<file path="config.mk">
export PLATFORM = sky130hd
export DESIGN_NAME = lcg_clkgen
export DESIGN_NICKNAME = d
export VERILOG_FILES = /design/src/rtl/lcg_pkg.sv /design/src/rtl/lcg_sync.sv /design/src/rtl/lcg_debounce.sv /design/src/rtl/lcg_clkgen.sv
export SDC_FILE = /design/constraint.sdc
export NUM_CORES = 1
export LEC_CHECK = 0
export BUFFER_PORTS_ARGS = -buffer_cell sky130_fd_sc_hd__buf_2
export CAP_MARGIN = 30
export CORE_MARGIN = 5
export CORE_UTILIZATION = 62
export CTS_BUF_LIST = sky130_fd_sc_hd__clkbuf_8
export CTS_CLUSTER_SIZE = 30
export DETAILED_ROUTE_END_ITERATION = 12
export HOLD_SLACK_MARGIN = 0.02
export PLACE_DENSITY = 0.84
export SETUP_SLACK_MARGIN = 0.2
export SLEW_MARGIN = 5
export SYNTH_ARGS = -nofsm -noshare
export SYNTH_HDL_FRONTEND = slang
export SYNTH_HIERARCHICAL = 1
export SYNTH_SLANG_ARGS = --single-unit
</file>
<file path="constraint.sdc">
create_clock -name clk -period 4.1 [get_ports clk]
set_clock_uncertainty 0.2 [all_clocks]
set_input_delay 0.41 -clock clk [delete_from_list [all_inputs] [get_ports clk]]
set_output_delay 0.41 -clock clk [all_outputs]
set_load 0.03 [all_outputs]
</file>
<file path="src/rtl/lcg_pkg.sv">
package lcg_pkg;

  typedef enum logic [1:0] {
    PH_IDLE = 2'd0,
    PH_HIGH = 2'd1,
    PH_LOW  = 2'd2
  } phase_e;

  // system cycles per half period of the slow clock, never below 2
  function automatic int unsigned half_cycles(input int unsigned sys_hz,
                                              input int unsigned slow_hz);
    int unsigned h;
    h = sys_hz / (2 * slow_hz);
    return (h < 2) ? 2 : h;
  endfunction

  function automatic int unsigned cnt_width(input int unsigned limit);
    return (limit > 2) ? $clog2(limit) : 1;
  endfunction

endpackage

</file>
<file path="src/rtl/lcg_sync.sv">
module lcg_sync #(
  parameter int unsigned W = 1
) (
  input  logic         clk,
  input  logic         rst,
  input  logic [W-1:0] async_i,
  output logic [W-1:0] sync_o
);
  logic [W-1:0] meta_q;

  always_ff @(posedge clk) begin
    if (rst) begin
      meta_q <= '0;
      sync_o <= '0;
    end else begin
      meta_q <= async_i;
      sync_o <= meta_q;
    end
  end
endmodule

</file>
<file path="src/rtl/lcg_debounce.sv">
module lcg_debounce
  import lcg_pkg::*;
#(
  parameter int unsigned STABLE = 4
) (
  input  logic clk,
  input  logic rst,
  input  logic lvl_i,
  output logic lvl_o,
  output logic rise_o
);
  localparam int unsigned DW = cnt_width(STABLE);

  logic [DW-1:0] cnt_q;
  logic          differs;
  logic          settle;

  assign differs = (lvl_i != lvl_o);
  assign settle  = differs && (cnt_q == DW'(STABLE - 1));
  assign rise_o  = settle && lvl_i;

  always_ff @(posedge clk) begin
    if (rst) begin
      cnt_q <= '0;
      lvl_o <= 1'b0;
    end else if (!differs) begin
      cnt_q <= '0;
    end else if (settle) begin
      cnt_q <= '0;
      lvl_o <= lvl_i;
    end else begin
      cnt_q <= cnt_q + 1'b1;
    end
  end

  // the counter never passes its terminal value
  p_no_overflow_r5: assert property (@(posedge clk) disable iff (rst)
    cnt_q <= DW'(STABLE - 1));

  // a rising event only follows a level held high on consecutive cycles
  p_rise_stable_r5: assert property (@(posedge clk) disable iff (rst)
    rise_o |-> (lvl_i && $past(lvl_i) && !lvl_o));

endmodule

</file>
<file path="src/rtl/lcg_clkgen.sv">
module lcg_clkgen
  import lcg_pkg::*;
#(
  parameter int unsigned SYS_CLK_HZ      = 50_000_000,
  parameter int unsigned SLOW_CLK_HZ     = 1537,
  parameter int unsigned DEBOUNCE_CYCLES = 250_000
) (
  input  logic clk,
  input  logic rst,
  input  logic mode_sw,
  input  logic step_btn,
  output logic slow_clk,
  output logic mode_led
);
  localparam int unsigned HALF = half_cycles(SYS_CLK_HZ, SLOW_CLK_HZ);
  localparam int unsigned CW   = cnt_width(HALF);

  logic [1:0]    raw_in;
  logic [1:0]    synced;
  logic          mode_s;
  logic          btn_s;
  logic          btn_lvl;
  logic          step_evt;
  logic          phase_end;
  phase_e        state_q, state_d;
  logic [CW-1:0] cnt_q;

  assign mode_led = mode_sw;

  assign raw_in = {mode_sw, step_btn};

  lcg_sync #(.W(2)) u_sync (
    .clk     (clk),
    .rst     (rst),
    .async_i (raw_in),
    .sync_o  (synced)
  );

  assign mode_s = synced[1];
  assign btn_s  = synced[0];

  lcg_debounce #(.STABLE(DEBOUNCE_CYCLES)) u_deb (
    .clk    (clk),
    .rst    (rst),
    .lvl_i  (btn_s),
    .lvl_o  (btn_lvl),
    .rise_o (step_evt)
  );

  assign phase_end = (cnt_q == CW'(HALF - 1));

  always_comb begin
    state_d = state_q;
    unique case (state_q)
      PH_IDLE: if (mode_s || step_evt) state_d = PH_HIGH;
      PH_HIGH: if (phase_end) state_d = PH_LOW;
      PH_LOW:  if (phase_end) state_d = mode_s ? PH_HIGH : PH_IDLE;
      default: state_d = PH_IDLE;
    endcase
  end

  always_ff @(posedge clk) begin
    if (rst) begin
      state_q  <= PH_IDLE;
      cnt_q    <= '0;
      slow_clk <= 1'b0;
    end else begin
      state_q  <= state_d;
      slow_clk <= (state_d == PH_HIGH);
      if (state_d != state_q || state_q == PH_IDLE) cnt_q <= '0;
      else                                         cnt_q <= cnt_q + 1'b1;
    end
  end

  // reset drives the output low at the next edge
  p_rst_low_r8: assert property (@(posedge clk)
    rst |=> !slow_clk);

  // a high phase ends only after its full count
  p_full_high_r7: assert property (@(posedge clk) disable iff (rst)
    ($fell(slow_clk) && !$past(rst)) |-> ($past(cnt_q) == CW'(HALF - 1)));

  // continuous mode leaves idle with a high phase
  p_cont_start_r1: assert property (@(posedge clk) disable iff (rst)
    (state_q == PH_IDLE && mode_s) |=> slow_clk);

  // a debounced press in idle starts a pulse
  p_step_start_r2: assert property (@(posedge clk) disable iff (rst)
    (state_q == PH_IDLE && step_evt) |=> slow_clk);

  // the trailing low phase is not cut short by a press
  p_busy_low_r6: assert property (@(posedge clk) disable iff (rst)
    (state_q == PH_LOW && !phase_end) |=> !slow_clk);

  // the LED tracks the switch
  always_comb begin
    a_led_r4: assert (mode_led === mode_sw);
  end

  logic unused_lvl;
  assign unused_lvl = btn_lvl;

endmodule

</file>
==> results.yml <==
worst_setup_path:
  r2r-start: "u_deb/cnt_q[11]"
  arrival_ns: 2.01
  worstReg2RegEnd: "u_deb/cnt_q[8]"
  reg2reg_depth: 4
  crit_type: "reg2reg"
  critPathMaxFanout: 17
  critPathRequiredTime_ns: 4.05
  rrSetupSlack_ns: 2.04
  end_kind: "register"
  cp-start-kind: "register"
pwr:
  power_mw: 0.725
  ir_drop_uv: 420
  power_density_nw_per_um2: 375
  power_leakage_nw: 0.596
worst_hold_path:
  hp-class: "in2reg"
  worstHoldPathCells: 2
  hold_start: "step_btn"
  holdPathEnd: "u_sync/meta_q[0]"
logic_synthesis:
  synth.ff_latch_count: 40
  syn_avg_cell_area_sq_um: 9.17
  synthCells: 196
  yosys_most_used_dff: "dfxtp_1"
  syn_area_sq_um: 1800
  ys_seq_area_share_pct: 44.5
  synthArstFlopShare_pct: 0
  synth_fp_nets: 203
  synth_edf_count: 0
  yosys_warnings: 6
  ys_types: 36
timing:
  worstMarginPinSlew_ns: 0.669
  final.setup.worst_slack_ns: 2.04
  setup_viol: 0
  hold_viol_final: 0
  tns_ns: 0
  maxSlewHeadroom_pct: 55.4
  fmax_ghz: 0.486
  rsz0062_at_grt: "no"
  period_needed_ns: 2.06
  final_max_slew_viol_count: 0
  period_share_pct: 50.2
final_layout:
  area_delta_synth_final_pct: 7.59
  postLayoutCellArea_sq_um: 1930
  diodes: 0
  fin_nets: 210
  final_util_pct: 70.1
  drive_above_1_share_pct: 11.8
cts:
  worstSkewPairLatency_ns: 0.29
  clock_path_buffers: 2
  clk_pin_slew_ns: 0.08
  holdBufCountCts: 0
  ctsResizeCount: 0
  root_buffer: "clkbuf_8"
  cts_tree: "built"
  cts_made_buffers: 5
  ctsHtreeMaxLevel: 2
  postCtsSetupBuffers: 0
  clock-sinks: 40
outcome:
  outcome: "finished, final reports clean"
grt:
  antenna_found_initial: 0
  grt_max_degree: 18
  grt_usage_pct: 17.4
  grt_pass1_vias: 1365
  grt-ovfl-total: 0
  grt_pass1_wl_mm: 5.71
placed_design:
  gp_congestion: 0.812
  preCtsSetupSlack_ns: 2.07
  dpl_cell_area_sq_um: 1820
  portBuffers: 5
  dp_hpwl_mm: 2.25
route:
  wire_per_inst_um: 13.5
  firstDrtPassIters: 4
  drt_iter0_markers: 54
  wl_mm: 3.18
  antenna_left: 0
  vias: 1324
  drc: 0
  viasPerCell: 5.63
die:
  core_area_sq_um: 2760
  pin_count: 6
  dieArea_sq_um: 4080
  fp.dieW_um: 63.9
  die_h_um: 63.9
  initial_utilization_pct: 65.2
  fp-row-count: 19
flow_run:
  drv_cap: 0
==> where the power goes <==
group	internal, mW	total [mW]	switching (mW)
registers	0.392	0.394	0.00201
logic	0.00499	0.0140	0.00904
clock network	0.180	0.317	0.137
total	0.577	0.725	0.148
==> final cells by class <==
| class | instances | area [sq um] |
|---|---|---|
| multi-input cells | 140 | 917 |
| fillers | 208 | 823 |
| flip-flops and latches | 40 | 801 |
| clock buffers | 5 | 68.8 |
| clock inverters | 3 | 42.5 |
| inverters | 11 | 41.3 |
| well taps | 31 | 38.8 |
| repair buffers | 5 | 25.0 |
==> critical path, stage by stage (launching register included) <==
cell and delay, ns:
dfxtp_1 0.37, nor4b_1 0.41, nand4b_1 0.21, o21ai_2 0.58, nor2_1 0.14
==> worst max-delay path by stage <==
| stage | from | end |
|---|---|---|
| detailed placement | u_deb/cnt_q[6] | u_deb/cnt_q[8] |
| CTS | u_deb/cnt_q[11] | u_deb/cnt_q[11] |
| floorplan | u_deb/cnt_q[6] | u_deb/cnt_q[10] |
| finish | u_deb/cnt_q[11] | u_deb/cnt_q[8] |
| global route | u_deb/cnt_q[10] | u_deb/cnt_q[11] |
| global placement | u_deb/cnt_q[7] | u_deb/cnt_q[9] |
==> logic make-up (layout without fill, tap and decap cells) <==
logic type                 Yosys count  count (layout)  synth area share (%)
and+or+nand+nor                    102             102                  32.4
adders and majority gates            3               3                  2.09
DFF                                 40              40                  44.5
muxes                                2               2                  1.18
xor gates and xnor gates            28              28                  13.6
AOI/OAI and AO/OA                    5               5                  1.74
buffers and inverters               16              24                  4.45
==> Yosys cell counts, types with 3 or more instances <==
cell type | count | area share, %
inv_1 | 11 | 2.3
nor3_1 | 11 | 3.1
xor2_1 | 3 | 1.5
dfxtp_1 | 40 | 45
nor2b_1 | 5 | 1.7
nand3_1 | 9 | 2.5
ha_1 | 3 | 2.1
nor2_1 | 38 | 7.9
nor4_1 | 8 | 2.8
nand4_1 | 4 | 1.4
xnor2_1 | 25 | 12
nand4b_1 | 3 | 1.5
nand2_1 | 5 | 1.0
==> stage by stage <==
step / instances / hold WS [ns]
finish: 235 / 0.128
global route: 235 / 0.142
CTS: 235 / 0.125
detailed placement: 227 / 0.224
global placement: 227 / 0.226
floorplan: 196 / 0.214
==> registers in the layout, indices dropped and copies added, names as in the netlist <==
signal and cells:
cnt_q 14, slow_clk 1, state_q 2, u_deb/cnt_q 18, u_deb/lvl_o 1, u_sync/meta_q 2, u_sync/sync_o 2
==> cell usage in the layout (no fill, tap or decap), types with 2 or more instances in the layout <==
master / n
nand4_1: 4
nor2_1: 38
nand4b_1: 3
nor2b_1: 5
nand4_4: 2
clkbuf_8: 5
inv_1: 11
nand3_1: 9
xnor2_1: 25
dfxtp_1: 40
buf_2: 5
ha_1: 3
nand2_1: 5
nor2_2: 2
a21oi_1: 2
and2b_1: 2
or3_1: 2
nor3_1: 11
nor4b_1: 2
nor4_1: 8
or4_1: 2
xor2_1: 3
==> layer usage <==
metal	vias up	wire (um)	GRT usage, %
met3	6	155	7.53
met4	0	48	9.09
met1	616	1320	17.4
met2	30	1660	30.3
met5	-	0	0
li1	672	-	-
Power figures use the tool's default switching activity.
